`config.mk`:
```
export PLATFORM = sky130hd
export DESIGN_NAME = tmr_channel
export DESIGN_NICKNAME = d
export VERILOG_FILES = /design/src/rtl/tmr_pkg.sv /design/src/rtl/tmr_prescaler.sv /design/src/rtl/tmr_counter.sv /design/src/rtl/tmr_regs.sv /design/src/rtl/tmr_channel.sv
export SDC_FILE = /design/constraint.sdc
export NUM_CORES = 1
export LEC_CHECK = 0
export BUFFER_PORTS_ARGS = -buffer_cell sky130_fd_sc_hd__buf_2
export CAP_MARGIN = 20
export CELL_PAD_IN_SITES_DETAIL_PLACEMENT = 1
export CELL_PAD_IN_SITES_GLOBAL_PLACEMENT = 1
export CORE_MARGIN = 2
export CORE_UTILIZATION = 45
export DETAILED_ROUTE_END_ITERATION = 16
export GPL_TIMING_DRIVEN = 0
export PLACE_DENSITY = 0.8
export SYNTH_ARGS = -nofsm -noshare
export SYNTH_HDL_FRONTEND = slang
export SYNTH_SLANG_ARGS = --single-unit
export TNS_END_PERCENT = 30
```
`constraint.sdc`:
```
create_clock -name clk -period 7.39 [get_ports clk]
set_input_delay 0.739 -clock clk [delete_from_list [all_inputs] [get_ports clk]]
set_output_delay 0.739 -clock clk [all_outputs]
set_load 0.005 [all_outputs]
```
`src/rtl/tmr_pkg.sv`:
```
package tmr_pkg;

   localparam int unsigned MAP_AW = 8;

   // register offsets
   localparam logic [7:0] A_CTRL = 8'h00;
   localparam logic [7:0] A_STAT = 8'h04;
   localparam logic [7:0] A_CMPA = 8'h08;
   localparam logic [7:0] A_CMPB = 8'h0C;
   localparam logic [7:0] A_ITVL = 8'h10;
   localparam logic [7:0] A_DIV  = 8'h20;
   localparam logic [7:0] A_PGEN = 8'h30;
   localparam logic [7:0] A_WDOG = 8'h40;
   localparam logic [7:0] A_CNT  = 8'hF0;

   // auxiliary (stored, inert) mode words
   localparam int unsigned N_AUX = 2;
   localparam logic [N_AUX*8-1:0] AUX_OFFS = {A_WDOG, A_PGEN};

   // interval option bits
   localparam int unsigned ITVL_IE_B = 15;
   localparam int unsigned ITVL_ZC_B = 0;

   typedef enum logic [1:0] {
      MODE_INTERVAL = 2'd0,
      MODE_PULSE    = 2'd1,
      MODE_GUARD    = 2'd2,
      MODE_RSVD     = 2'd3
   } tmr_mode_e;

   typedef struct packed {
      logic      run_en;
      logic      div_en;
      logic      clr_en;
      logic      edge_sel;
      logic      src_sel;
      tmr_mode_e mode;
   } tmr_ctrl_t;

   localparam tmr_ctrl_t CTRL_RST = '{run_en: 1'b0, div_en: 1'b0, clr_en: 1'b1,
                                      edge_sel: 1'b0, src_sel: 1'b0,
                                      mode: MODE_INTERVAL};

   function automatic tmr_ctrl_t ctrl_unpack(input logic [31:0] w);
      tmr_ctrl_t c;
      c.run_en   = w[7];
      c.div_en   = w[6];
      c.clr_en   = w[5];
      c.edge_sel = w[3];
      c.src_sel  = w[2];
      c.mode     = tmr_mode_e'(w[1:0]);
      return c;
   endfunction

   function automatic logic [31:0] ctrl_pack(input tmr_ctrl_t c);
      return {24'b0, c.run_en, c.div_en, c.clr_en, 1'b0, c.edge_sel, c.src_sel, c.mode};
   endfunction

endpackage

```
`src/rtl/tmr_prescaler.sv`:
```
module tmr_prescaler #(
   parameter int DIV_W = 3
) (
   input  logic             clk,
   input  logic             rst_n,
   input  logic             run,
   input  logic             clr,
   input  logic             div_en,
   input  logic [DIV_W-1:0] div_sel,
   output logic             tick
);
   localparam int PRE_W = (2 ** DIV_W) + 1;

   logic [PRE_W-1:0] div_cnt;
   logic [PRE_W:0]   one_sh;
   logic [PRE_W-1:0] lim;
   logic             wrap;

   always_comb begin
      one_sh = (PRE_W+1)'(1) << (int'(div_sel) + 1);
      lim    = PRE_W'(one_sh - 1'b1);
      wrap   = (div_cnt >= lim);
   end

   assign tick = run & (~div_en | wrap);

   always_ff @(posedge clk) begin
      if (!rst_n || clr) begin
         div_cnt <= '0;
      end else if (run) begin
         if (!div_en || wrap) div_cnt <= '0;
         else                 div_cnt <= div_cnt + 1'b1;
      end
   end

endmodule

```
`src/rtl/tmr_counter.sv`:
```
module tmr_counter #(
   parameter int CNT_W = 24
) (
   input  logic             clk,
   input  logic             rst_n,
   input  logic             tick,
   input  logic             clr,
   input  logic             zc_en,
   input  logic [CNT_W-1:0] cmp,
   output logic [CNT_W-1:0] count,
   output logic             hit
);
   logic [CNT_W-1:0] nxt;

   always_comb begin
      if (zc_en && (count == cmp)) nxt = '0;
      else                         nxt = count + 1'b1;
   end

   assign hit = tick & (nxt == cmp);

   always_ff @(posedge clk) begin
      if (!rst_n || clr) count <= '0;
      else if (tick)     count <= nxt;
   end

endmodule

```
`src/rtl/tmr_regs.sv`:
```
module tmr_regs
   import tmr_pkg::*;
#(
   parameter int CNT_W  = 24,
   parameter int DIV_W  = 3,
   parameter int ADDR_W = 8
) (
   input  logic              clk,
   input  logic              rst_n,
   input  logic [ADDR_W-1:0] bus_addr,
   input  logic              bus_we,
   input  logic [31:0]       bus_wdata,
   output logic [31:0]       bus_rdata,
   input  logic [CNT_W-1:0]  count,
   input  logic              hit,
   output logic              run_en,
   output logic              div_en,
   output logic              clr_en,
   output logic [1:0]        mode,
   output logic [CNT_W-1:0]  cmp_a,
   output logic              zc_en,
   output logic              iie,
   output logic [DIV_W-1:0]  div_sel,
   output logic              flag
);
   logic       map_ok;
   logic [7:0] off;

   generate
      if (ADDR_W > MAP_AW) begin : g_hi_dec
         assign map_ok = ~|bus_addr[ADDR_W-1:MAP_AW];
      end else begin : g_no_hi
         assign map_ok = 1'b1;
      end
   endgenerate

   assign off = bus_addr[7:0];

   logic wr_ctrl, wr_stat, wr_cmpa, wr_cmpb, wr_itvl, wr_div;
   assign wr_ctrl = bus_we & map_ok & (off == A_CTRL);
   assign wr_stat = bus_we & map_ok & (off == A_STAT);
   assign wr_cmpa = bus_we & map_ok & (off == A_CMPA);
   assign wr_cmpb = bus_we & map_ok & (off == A_CMPB);
   assign wr_itvl = bus_we & map_ok & (off == A_ITVL);
   assign wr_div  = bus_we & map_ok & (off == A_DIV);

   tmr_ctrl_t        ctrl_q;
   logic [CNT_W-1:0] cmp_b;

   always_ff @(posedge clk) begin
      if (!rst_n) begin
         ctrl_q  <= CTRL_RST;
         cmp_a   <= '1;
         cmp_b   <= '0;
         zc_en   <= 1'b0;
         iie     <= 1'b0;
         div_sel <= '0;
      end else begin
         if (wr_ctrl) ctrl_q  <= ctrl_unpack(bus_wdata);
         if (wr_cmpa) cmp_a   <= bus_wdata[CNT_W-1:0];
         if (wr_cmpb) cmp_b   <= bus_wdata[CNT_W-1:0];
         if (wr_itvl) begin
            zc_en <= bus_wdata[ITVL_ZC_B];
            iie   <= bus_wdata[ITVL_IE_B];
         end
         if (wr_div)  div_sel <= bus_wdata[DIV_W-1:0];
      end
   end

   // interval flag: a new match outranks a software clear
   always_ff @(posedge clk) begin
      if (!rst_n)                        flag <= 1'b0;
      else if (hit)                      flag <= 1'b1;
      else if (wr_stat && !bus_wdata[0]) flag <= 1'b0;
   end

   // auxiliary mode words: kept for readback only
   logic [31:0] aux_q [N_AUX];

   generate
      for (genvar g = 0; g < N_AUX; g++) begin : g_aux
         logic wr_this;
         assign wr_this = bus_we & map_ok & (off == AUX_OFFS[g*8 +: 8]);
         always_ff @(posedge clk) begin
            if (!rst_n)       aux_q[g] <= '0;
            else if (wr_this) aux_q[g] <= bus_wdata;
         end
      end
   endgenerate

   assign run_en = ctrl_q.run_en;
   assign div_en = ctrl_q.div_en;
   assign clr_en = ctrl_q.clr_en;
   assign mode   = ctrl_q.mode;

   always_comb begin
      bus_rdata = '0;
      if (map_ok) begin
         case (off)
            A_CTRL:  bus_rdata = ctrl_pack(ctrl_q);
            A_STAT:  bus_rdata = {29'b0, 2'b00, flag};
            A_CMPA:  bus_rdata = 32'(cmp_a);
            A_CMPB:  bus_rdata = 32'(cmp_b);
            A_ITVL:  bus_rdata = {16'b0, iie, 14'b0, zc_en};
            A_DIV:   bus_rdata = 32'(div_sel);
            A_CNT:   bus_rdata = 32'(count);
            default: bus_rdata = '0;
         endcase
         for (int i = 0; i < int'(N_AUX); i++) begin
            if (off == AUX_OFFS[i*8 +: 8]) bus_rdata = aux_q[i];
         end
      end
   end

endmodule

```
`src/rtl/tmr_channel.sv`:
```
module tmr_channel
   import tmr_pkg::*;
#(
   parameter int CNT_W  = 24,
   parameter int DIV_W  = 3,
   parameter int ADDR_W = 8
) (
   input  logic              clk,
   input  logic              rst_n,
   input  logic [ADDR_W-1:0] bus_addr,
   input  logic              bus_we,
   input  logic [31:0]       bus_wdata,
   output logic [31:0]       bus_rdata,
   output logic              irq
);
   generate
      if (!(CNT_W == 24 || CNT_W == 32)) begin : g_bad_cnt_w
         $error("tmr_channel: CNT_W must be 24 or 32");
      end
      if (DIV_W < 1 || DIV_W > 4) begin : g_bad_div_w
         $error("tmr_channel: DIV_W must lie in 1..4");
      end
      if (ADDR_W < int'(MAP_AW)) begin : g_bad_addr_w
         $error("tmr_channel: ADDR_W must cover the 8-bit map");
      end
   endgenerate

   logic             run_en, div_en, clr_en, zc_en, iie, flag;
   logic [1:0]       mode;
   logic [CNT_W-1:0] cmp_a, count;
   logic [DIV_W-1:0] div_sel;
   logic             run, clr, tick, hit;

   assign run = run_en & (mode == MODE_INTERVAL);
   assign clr = ~run_en & clr_en;

   tmr_regs #(.CNT_W(CNT_W), .DIV_W(DIV_W), .ADDR_W(ADDR_W)) u_regs (
      .clk      (clk),
      .rst_n    (rst_n),
      .bus_addr (bus_addr),
      .bus_we   (bus_we),
      .bus_wdata(bus_wdata),
      .bus_rdata(bus_rdata),
      .count    (count),
      .hit      (hit),
      .run_en   (run_en),
      .div_en   (div_en),
      .clr_en   (clr_en),
      .mode     (mode),
      .cmp_a    (cmp_a),
      .zc_en    (zc_en),
      .iie      (iie),
      .div_sel  (div_sel),
      .flag     (flag)
   );

   tmr_prescaler #(.DIV_W(DIV_W)) u_pre (
      .clk    (clk),
      .rst_n  (rst_n),
      .run    (run),
      .clr    (clr),
      .div_en (div_en),
      .div_sel(div_sel),
      .tick   (tick)
   );

   tmr_counter #(.CNT_W(CNT_W)) u_cnt (
      .clk  (clk),
      .rst_n(rst_n),
      .tick (tick),
      .clr  (clr),
      .zc_en(zc_en),
      .cmp  (cmp_a),
      .count(count),
      .hit  (hit)
   );

   assign irq = flag & iie;

endmodule

```
==> implementation parameters, run 1 <==
Parameter                              Value

STA
  Highest Clock Rate    between 200 and 250 MHz
  Headroom to the max-slew limit    31.9%
  Setup repair after global routing missed its margin    no
  Final number of setup-violating endpoints    0
  Final critical-path setup slack    3.05 ns
  Setup TNS after final layout    0 ns
  Shortest period the worst path allows    4.34 ns
  Max Transition Viols Final    0
  Worst clock skew    0.0129 ns
  Number of failing hold endpoints at the final stage    0
  Transition time at the pin with the least slew margin    1.02 ns
  Fin crit share    about three fifths

Place
  Number of cells in the design after placement    1342
  Placement Setup Slack    3.12 ns
  DP Area    9570 um2
  Routability Congestion    between 0.9 and 1
  Half-perimeter wire length after placement    21500 um
  Buffers added on ports    74

CTS
  Inserted Clock Buffers    17
  Largest buffer count on any clock path    2
  Number of clock sinks    ~160
  Clock input transition at the sequential cells of the worst setup and hold paths    around 0.070 ns
  Number of H-tree levels    4
  Cell at the root of the clock tree    clkbuf_16
  Latest clock arrival within the worst-skew pair    approximately 0.44 ns
  Number of hold buffers added after cts    0
  Clock tree from TritonCTS    done
  Cts repair resizes    0
  Post-CTS setup buffers    0

Setup path
  CP arrival    4.66 ns
  Slowest stage delay, CP    0.66 ns
  Required arrival time at the worst endpoint    7.71 ns
  Largest driver fanout on the critical path    10
  Classification of the worst setup path    register to register
  Worst setup SP type    register
  Kind of end point of the critical path    register
  Cell occurring most often along the worst timing path    clkbuf_1
  Worst path slowest cell    or4b_2
  Worst-path cell chain    clkbuf_1, nor3_1, inv_1, ha_1, clkbuf_1, nor2_1, nand2_1, nand2_1, a22oi_1, ha_1, or4b_2, a21oi_1, o211ai_1, nand3_1, or2_2, clkbuf_1, o21ai_0, nor2b_1

Floorplanning
  Num rows    between 50 and 60
  DIE WIDTH    roughly 140 um
  Die ar.    20800 um2
  Starting density of the core    45.7%
  Standard cell core area    19400 um2
  Height of the die    144 um
  Top-level I/O count    76

Synth
  Synth Instances    roughly 1000
  Synth async-reset ratio    0%
  Unique cell type count in the Yosys netlist    70
  Count leader, synth    nand2_1
  Mean cell area of the mapped netlist    8.84 um2
  Cell type with the largest total area after synthesis    edfxtp_1
  Synth Warn #    0
  Post-synth top flop    dfxtp_1
  Number of enable flip-flop cells after synthesis    64
  Share of synthesized area occupied by flip-flops and latches    a little over two fifths
  Largest cells by area after synthesis    edfxtp_1 22%, dfxtp_1 21%, nand2_1 6.2%
  Number of storage elements in the synthesis netlist    around 160
  Top-area cell type share of the netlist area    21.7%
  Cell types with the highest counts after synthesis    146 x nand2_1, 94 x dfxtp_1, 81 x nor2_1
  Post-synthesis cell area    between 8000 and 9000 um2

Run
  Number of violations of the max-capacitance limit    0

Route
  Total routed wirelength    31000 um
  Detailed-router iteration count before antenna repair    9
  Mean number of vias per cell    6.01
  DR WL/cell    22.5 um
  Antenna viol nets, final    0
  Remaining design rule violation count    0
  Vias    around 8300
  Number of design-rule violations left by the first detailed-router iteration    642

Global route
  Number of antenna violations at the first check in global routing    0
  Overall fraction of global-route tracks in use    30.9%
  Wire length of the first global-routing pass    48500 um
  Via count of the first global-routing pass    between 8000 and 9000
  Final global-route overflow total    0
  Maximum number of pins on one net before global-route repair    33

Layout
  Sequential cell area    3800 um2
  Layout Utilization    52.5%
  Fin cells    1376
  Area used by multi-input combinational logic    4680 um2
  Fillers    approximately 2300
  Diodes inserted    0
  Final-stage net count    roughly 1200
  Final std cell area, no fill    between 10000 and 15000 um2
  Layout overhead on the synthesized area    15.0%
  Share of cells above drive strength 1    14.7%

Power
  Cell Pwr Density    189 nW/um2
  Leakage component of the power    3.70 nW
  Maximum ir drop on the vdd rail    roughly 170 uV

Hold path
  Worst hold path type    register to register

Run status
  Status    complete, no violations
## critical path, delay by kind of cell (launching register included)
kind            cells  cell delay (ns)
fa+ha+maj           2             0.40
simple gates        8             2.08
flops               1             0.30
compound gates      4             0.54
buf+inv             4             0.90
## final cells by class
cell class                      count  area share [%]
Inverter                           10           0.369
Tap cell                          265            3.26
Buffer                             85            3.35
Timing Repair Buffer               76            3.76
Clock buffer                       18            4.21
Sequential cell                   158            37.4
Multi-Input combinational cell    750            46.0
Clock inverter                     14            1.70
## per-layer routing
metal	wire length, um	track usage [%]	up-vias
li1	-	-	3749
met2	15100	52.0	306
met3	1930	4.97	57
met4	883	12.0	0
met1	13100	40.1	4155
met5	0	0	-
## through the flow
stage	power, W	hold slack [ns]
finish	0.00192	0.464
floorplan	0.000978	0.432
global placement	0.00102	0.448
detailed placement	0.00102	0.457
global route	0.00196	0.483
CTS	0.00192	0.467
## worst paths after layout
| check | start | to | slack (ns) | cells past startpoint |
|---|---|---|---|---|
| min | u_regs.cmp_b[13] | u_regs.cmp_b[13] | 0.46 | 2 |
| max | u_regs.div_sel[0] | u_cnt.count[2] | 3.05 | 18 |
| max reg2reg | u_regs.div_sel[0] | u_cnt.count[2] | 3.05 | 18 |
| min reg2reg | u_regs.cmp_b[13] | u_regs.cmp_b[13] | 0.46 | 2 |
## registers in the layout, indices dropped and copies added (netlist names)
register        cells
u_regs.flag         1
u_cnt.count        24
u_regs.iie          1
u_regs.aux_q       64
u_regs.div_sel      3
u_regs.cmp_b       24
u_regs.run_en       1
u_regs.div_en       1
u_regs.clr_en       1
u_regs.ctrl_q       2
u_pre.div_cnt       9
u_regs.zc_en        1
u_regs.cmp_a       24
u_regs.mode         2
## kinds of logic after synthesis
| logic type | count (synthesis) | share of synthesized area [%] |
|---|---|---|
| buffers and inverters | 95 | 4.28 |
| flip-flops | 158 | 42.9 |
| XOR/XNOR | 62 | 6.44 |
| AO/OA/AOI/OAI | 189 | 14.6 |
| adder cells (fa/ha/maj) | 12 | 1.70 |
| AND/OR/NAND/NOR | 461 | 26.9 |
| other | 1 | 0.0423 |
| multiplexers | 24 | 3.14 |
## report_power, final
group          leakage (nW)  switching [W]  total (W)  internal, W
sequential             1.37     0.00000640   0.000930     0.000924
clock                 0.286       0.000408   0.000919     0.000511
combinational          2.05      0.0000461  0.0000701    0.0000240
## placed cells by master (no fill, tap or decap), drive strengths merged, types with 9 or more instances in the layout
master / instances
nor2: 81
nand4: 12
mux2: 20
nand3b: 15
and2: 71
o21ai: 29
dfxtp: 94
edfxtp: 64
nand3: 55
nand2: 146
nor3: 20
inv: 17
xnor2: 39
clkbuf: 86
ha: 12
a21boi: 35
buf: 93
a22o: 9
a222oi: 22
a21oi: 52
xor2: 21
Note: power is estimated with default switching activity, not from simulation.
==> inputs of run 2 (changes only) <==
--- a/config.mk
+++ b/config.mk
@@ -5,15 +5,16 @@
 export SDC_FILE = /design/constraint.sdc
 export NUM_CORES = 1
 export LEC_CHECK = 0
+export ABC_AREA = 1
 export BUFFER_PORTS_ARGS = -buffer_cell sky130_fd_sc_hd__buf_2
 export CAP_MARGIN = 20
 export CELL_PAD_IN_SITES_DETAIL_PLACEMENT = 1
 export CELL_PAD_IN_SITES_GLOBAL_PLACEMENT = 1
 export CORE_MARGIN = 2
-export CORE_UTILIZATION = 45
+export CORE_UTILIZATION = 40
 export DETAILED_ROUTE_END_ITERATION = 16
 export GPL_TIMING_DRIVEN = 0
-export PLACE_DENSITY = 0.8
+export PLACE_DENSITY = 0.78
 export SYNTH_ARGS = -nofsm -noshare
 export SYNTH_HDL_FRONTEND = slang
 export SYNTH_SLANG_ARGS = --single-unit
==> constraint.sdc (replaced) <==
create_clock -name clk -period 3.53 [get_ports clk]
set_input_delay 0.353 -clock clk [delete_from_list [all_inputs] [get_ports clk]]
set_output_delay 0.353 -clock clk [all_outputs]
set_load 0.005 [all_outputs]
==> implementation parameters, run 2 <==
Parameter                              Value

Power
  Switching pwr    0.00101 W
  Internal    0.00292 W
  Switching fraction of total power    25.7%
  Register share of total power    roughly 50%
  Maximum ir drop on the vdd rail    327 uV
  Gate power share    3.4%
  Clock network fraction of total power    47.0%
  Total Power    0.00393 W
  Leakage component of the power    4.40 nW
  Cell Pwr Density    403 nW/um2

Setup path
  Slowest stage delay, CP    between 0.4 and 0.5 ns
  Largest driver fanout on the critical path    10
  Classification of the worst setup path    input pin to output port
  Top cell family by delay on the critical path    simple AND/OR/NAND/NOR gates
  Slack of the worst reg-to-reg path    about 0.42 ns
  End of the worst register-to-register path    u_pre.div_cnt[6]
  Kind of end point of the critical path    output port
  Required arrival time at the worst endpoint    between 3 and 4 ns
  CP arrival    2.89 ns
  Origin of the critical flop-to-flop path    u_regs.div_sel[1]
  Number of buffers and inverters on the critical path    5
  Worst path slowest cell    o22ai_1
  Cell count of the worst reg-to-reg path    18
  Worst setup SP type    input pin
  Worst-path cell chain    buf_2, nor2_1, nand3_1, nor3_1, inv_1, nor3_2, inv_1, clkbuf_1, o22ai_1, a21oi_1, a21oi_1, buf_2

Layout
  Layout Utilization    47.8%
  Top register by number of flip-flops    u_regs.aux_q
  Layout overhead on the synthesized area    16.4%
  Sequential cell area    3800 um2
  Diodes inserted    0
  Area used by multi-input combinational logic    between 3000 and 4000 um2
  Fillers    2553
  Share of cells above drive strength 1    11.7%
  Max FFs per register    64
  Top library cells by usage in the layout, fill and taps aside    239 x nand2_1, 167 x nor2_1, 124 x inv_1
  Most common cell after layout, fill and taps aside    nand2_1
  Final-stage net count    1279

STA
  Final number of setup-violating endpoints    0
  Smallest hold slack    0.224 ns
  Fin crit share    91.8%
  Worst clock skew    0.0104 ns
  Transition time at the pin with the least slew margin    1.02 ns
  Number of failing hold endpoints at the final stage    0
  Final critical-path setup slack    0.290 ns
  Max Transition Viols Final    0
  Highest Clock Rate    just over 300 MHz
  Shortest period the worst path allows    3.24 ns
  Setup repair after global routing missed its margin    no
  Headroom to the max-slew limit    31.5%

Synth
  Largest cells by area after synthesis    edfxtp_1 23%, dfxtp_1 22%, nand2_1 11%
  Synth Instances    roughly 1100
  Cell types with the highest counts after synthesis    239 x nand2_1, 168 x nor2_1, 124 x inv_1
  Synth async-reset ratio    0%
  Unique cell type count in the Yosys netlist    38
  Share of synthesized area occupied by flip-flops and latches    45.5%
  Number of storage elements in the synthesis netlist    158
  Cell type with the largest total area after synthesis    edfxtp_1
  Post-synth top flop    dfxtp_1
  Count leader, synth    nand2_1
  Synth Warn #    0
  Number of enable flip-flop cells after synthesis    64
  Mean cell area of the mapped netlist    7.42 um2
  Top-area cell type share of the netlist area    23.0%
  Post-synthesis cell area    between 8000 and 9000 um2

Floorplanning
  Die ar.    ~22000 um2
  Standard cell core area    a little over 20000 um2
  DIE WIDTH    149 um
  Num rows    between 50 and 60
  Height of the die    about 150 um
  Top-level I/O count    76
  Starting density of the core    41.1%

Global route
  Final global-route overflow total    0
  Maximum number of pins on one net before global-route repair    20
  Number of antenna violations at the first check in global routing    0
  Wire length of the first global-routing pass    approximately 46000 um
  Overall fraction of global-route tracks in use    27.1%
  Via count of the first global-routing pass    around 8400

CTS
  Inserted Clock Buffers    17
  Largest buffer count on any clock path    2
  Cell at the root of the clock tree    clkbuf_16
  Latest clock arrival within the worst-skew pair    0.44 ns
  Clock tree from TritonCTS    done
  Clock input transition at the sequential cells of the worst setup and hold paths    0.07 ns
  Post-CTS setup buffers    0
  Number of hold buffers added after cts    0
  Cts repair resizes    0
  Number of clock sinks    between 150 and 200
  Number of H-tree levels    4

Hold path
  Number of stages on the worst hold path    3
  Launch instance of the worst min-delay path    bus_wdata[30]
  Sink of the worst hold path    u_regs.aux_q[0][30]
  Worst hold path type    input pin to register

Run
  Number of violations of the max-capacitance limit    0

Route
  Met3 WL    1510 um
  Mean number of vias per cell    5.42
  Detailed-router iteration count before antenna repair    5
  Vias    8173
  Met1 Wirelength    12900 um
  Uppermost layer routed    met4
  Remaining design rule violation count    0
  DR WL/cell    19.2 um
  Antenna viol nets, final    0
  Total routed wirelength    28900 um
  Routed length on met2    13700 um
  Number of design-rule violations left by the first detailed-router iteration    about 550

Run status
  Status    complete, no violations

Place
  Half-perimeter wire length after placement    22300 um
  Routability Congestion    a little over 0.9
  Buffers added on ports    75
  Placement Setup Slack    ~0.099 ns
## run 2: kinds of logic (layout without fill, tap and decap cells)
group	after synthesis	count (layout)	share of synthesized area (%)
buffers and inverters	183	292	8.42
XOR/XNOR	28	28	2.93
other	1	2	0.0448
adder cells (fa/ha/maj)	12	12	1.79
AND/OR/NAND/NOR	495	495	24.3
flip-flops	158	158	45.5
AO/OA/AOI/OAI	250	250	17.0
## run 2: power by group through the flow
stage          combinational [W]  clock, W  sequential, W
2_1_floorplan          0.0000585         0        0.00198
3_3_place_gp            0.000121         0        0.00199
3_5_place_dp            0.000133         0        0.00199
4_1_cts                 0.000134   0.00186        0.00195
5_1_grt                 0.000147   0.00192        0.00195
6_report                0.000135   0.00185        0.00195
## run 2: worst max path at each step
stage | startpoint | to | cells after the start
after floorplan | bus_addr[1] | u_regs.aux_q[1][0] | 6
after global placement | bus_addr[1] | u_regs.aux_q[1][17] | 7
after detailed placement | u_regs.div_sel[1] | u_cnt.count[20] | 17
after CTS | u_regs.div_sel[1] | u_cnt.count[20] | 17
after global routing | u_regs.div_sel[1] | u_pre.div_cnt[6] | 18
final | bus_addr[1] | bus_rdata[12] | 12
## run 2: final cells by class
class | count | share of cell area, %
Buffer | 50 | 2.16
Sequential cell | 158 | 39.0
Timing Repair Buffer | 77 | 4.42
Multi-Input combinational cell | 787 | 39.8
Clock inverter | 15 | 1.59
Clock buffer | 17 | 4.37
Inverter | 133 | 5.12
Tap cell | 270 | 3.47
## run 2: layer usage
metal  track usage (%)  vias to the layer above
li1                  -                     3939
met1              35.3                     3941
met2              45.2                      241
met3              4.42                       52
met4              10.7                        0
met5                 0                        -
## run 2: stage by stage
| step | cells | setup TNS, ns | cell area (um2) |
|---|---|---|---|
| after floorplan | 1128 | 0 | 8370 |
| after global placement | 1473 | -37.43 | 9080 |
| after detailed placement | 1475 | 0 | 9150 |
| after CTS | 1507 | 0 | 9730 |
| after global routing | 1507 | 0 | 9740 |
| final | 1507 | 0 | 9740 |
## run 2: worst reg2reg max path: stages (launching register included)
cell	delay, ns
dfxtp_1	0.30
clkbuf_1	0.18
nor2_1	0.17
nand2_1	0.10
ha_1	0.29
nor3_1	0.20
a21oi_1	0.08
ha_1	0.30
a21oi_1	0.12
o21ai_1	0.09
nand2_1	0.06
nand2_1	0.04
nand2_1	0.06
nand2_1	0.07
nand2_1	0.06
nand3_1	0.06
nand2_1	0.30
nand2_1	0.30
nor3b_1	0.24
==> inputs of run 3 (changes only) <==
--- a/config.mk
+++ b/config.mk
@@ -8,7 +8,7 @@
 export ABC_AREA = 1
 export BUFFER_PORTS_ARGS = -buffer_cell sky130_fd_sc_hd__buf_2
 export CAP_MARGIN = 20
-export CELL_PAD_IN_SITES_DETAIL_PLACEMENT = 1
+export CELL_PAD_IN_SITES_DETAIL_PLACEMENT = 0
 export CELL_PAD_IN_SITES_GLOBAL_PLACEMENT = 1
 export CORE_MARGIN = 2
 export CORE_UTILIZATION = 40
==> implementation parameters, run 3 (same netlist as run 2, synthesis figures left out) <==
Parameter                              Value

Route
  Vias    7878
  Mean number of vias per cell    roughly 5.2
  Detailed-router iteration count before antenna repair    5
  Remaining design rule violation count    0
  Number of design-rule violations left by the first detailed-router iteration    687
  Antenna viol nets, final    0
  DR WL/cell    17.5 um
  Total routed wirelength    26400 um

Hold path
  Number of stages on the worst hold path    3
  Worst hold path type    input pin to register

STA
  Setup TNS after final layout    0 ns
  Number of failing hold endpoints at the final stage    0
  Worst clock skew    ~0.014 ns
  Headroom to the max-slew limit    ~30%
  Transition time at the pin with the least slew margin    1.03 ns
  Fin crit share    between 80% and 90%
  Smallest hold slack    0.224 ns
  Highest Clock Rate    around 320 MHz
  Shortest period the worst path allows    3.09 ns
  Max Transition Viols Final    0
  Setup repair after global routing missed its margin    no
  Final number of setup-violating endpoints    0
  Final critical-path setup slack    0.437 ns

Place
  Half-perimeter wire length after placement    20500 um
  Placement Setup Slack    ~0.18 ns
  Routability Congestion    0.916
  Buffers added on ports    75

Setup path
  Largest driver fanout on the critical path    10
  Capture point of the critical path    u_regs.flag
  Worst setup SP type    register
  Slack of the worst reg-to-reg path    0.44 ns
  Required arrival time at the worst endpoint    3.90 ns
  CP arrival    3.46 ns
  Critical path startpoint    u_regs.div_sel[1]
  Classification of the worst setup path    register to register
  Kind of end point of the critical path    register
  Cell count of the worst reg-to-reg path    17
  End of the worst register-to-register path    u_regs.flag
  Origin of the critical flop-to-flop path    u_regs.div_sel[1]

Layout
  Sequential cell area    3800 um2
  Fillers    between 2000 and 2500
  Top library cells by usage in the layout, fill and taps aside    239 x nand2_1, 167 x nor2_1, 124 x inv_1
  Most common cell after layout, fill and taps aside    nand2_1
  Diodes inserted    0
  Max FFs per register    64
  Final-stage net count    1278
  Share of cells above drive strength 1    11.7%
  Layout overhead on the synthesized area    16.4%
  Top register by number of flip-flops    u_regs.aux_q
  Area used by multi-input combinational logic    3880 um2

CTS
  Cell at the root of the clock tree    clkbuf_16
  Clock tree from TritonCTS    done
  Number of clock sinks    158
  Latest clock arrival within the worst-skew pair    0.43 ns
  Largest buffer count on any clock path    2
  Number of H-tree levels    4
  Inserted Clock Buffers    17
  Clock input transition at the sequential cells of the worst setup and hold paths    approximately 0.080 ns
  Post-CTS setup buffers    0

Floorplanning
  Height of the die    149 um
  Die ar.    22100 um2
  Num rows    52
  DIE WIDTH    between 100 and 150 um
  Starting density of the core    41.1%
  Top-level I/O count    76
  Standard cell core area    20400 um2

Global route
  Maximum number of pins on one net before global-route repair    20
  Wire length of the first global-routing pass    ~42000 um
  Number of antenna violations at the first check in global routing    0
  Overall fraction of global-route tracks in use    24.7%
  Final global-route overflow total    0
  Via count of the first global-routing pass    7613

Power
  Leakage component of the power    about 4.4 nW
  Cell Pwr Density    404 nW/um2
  Maximum ir drop on the vdd rail    332 uV

Run status
  Status    complete, no violations

Run
  Number of violations of the max-capacitance limit    0
## run 3: critical path, cell delays in order, from the launching register on
cell and delay, ns:
dfxtp_1 0.39, nor2_1 0.15, nand2_1 0.09, ha_1 0.28
xor2_1 0.19, ha_1 0.28, a21boi_0 0.18, nor2_1 0.07
o21ai_1 0.13, nand2_1 0.06, nand2_1 0.05, nand2_1 0.04
nand2_1 0.07, a21oi_1 0.10, nor2_2 0.27, buf_2 0.33
nand3_1 0.18, a21oi_1 0.15
## run 3: final cells by class
class                           instances  share of cell area, %
Buffer                                 49                   2.09
Clock buffer                           17                   4.37
Tap cell                              270                   3.47
Clock inverter                         15                   1.63
Timing Repair Buffer                   77                   4.42
Sequential cell                       158                   39.1
Multi-Input combinational cell        787                   39.8
Inverter                              133                   5.13
## run 3: worst min-delay path by stage
stage / slack [ns] / to / start
after floorplan: 0.45 / u_regs.cmp_a[0] / u_regs.cmp_a[0]
after global placement: 0.46 / u_regs.cmp_a[0] / u_regs.cmp_a[0]
after detailed placement: 0.46 / u_regs.cmp_a[0] / u_regs.cmp_a[0]
after CTS: 0.22 / u_regs.aux_q[0][27] / bus_wdata[27]
after global routing: 0.24 / u_regs.aux_q[0][25] / bus_wdata[25]
final: 0.22 / u_regs.aux_q[0][27] / bus_wdata[27]
## run 3: power by group
group / switching, W / internal [W]
clock network: 0.000905 / 0.000953
registers: 0.0000120 / 0.00193
logic: 0.0000925 / 0.0000387
total: 0.00101 / 0.00292
## run 3: through the flow
stage / instance area, um2 / cells / total power (W) / util, %
floorplan: 8370 / 1128 / 0.00204 / -
finish: 9740 / 1506 / 0.00393 / 47.8
global placement: 9080 / 1473 / 0.00211 / 44.6
global route: 9740 / 1506 / 0.00403 / 47.8
detailed placement: 9150 / 1475 / 0.00212 / 44.9
CTS: 9730 / 1507 / 0.00395 / 47.8
## run 3: routing by layer
| layer | global-route usage (%) | vias to the layer above | share of wire, % |
|---|---|---|---|
| li1 | - | 3943 | - |
| met1 | 34.0 | 3670 | 48 |
| met2 | 39.4 | 219 | 45 |
| met3 | 3.87 | 46 | 4.2 |
| met4 | 9.00 | 0 | 3.2 |
| met5 | 0 | - | 0 |
## run 3: repair_timing
item	4_1_cts	5_1_grt
endpoints found under the setup margin	0	23
resized for setup	0	5
hold buffers	0	0
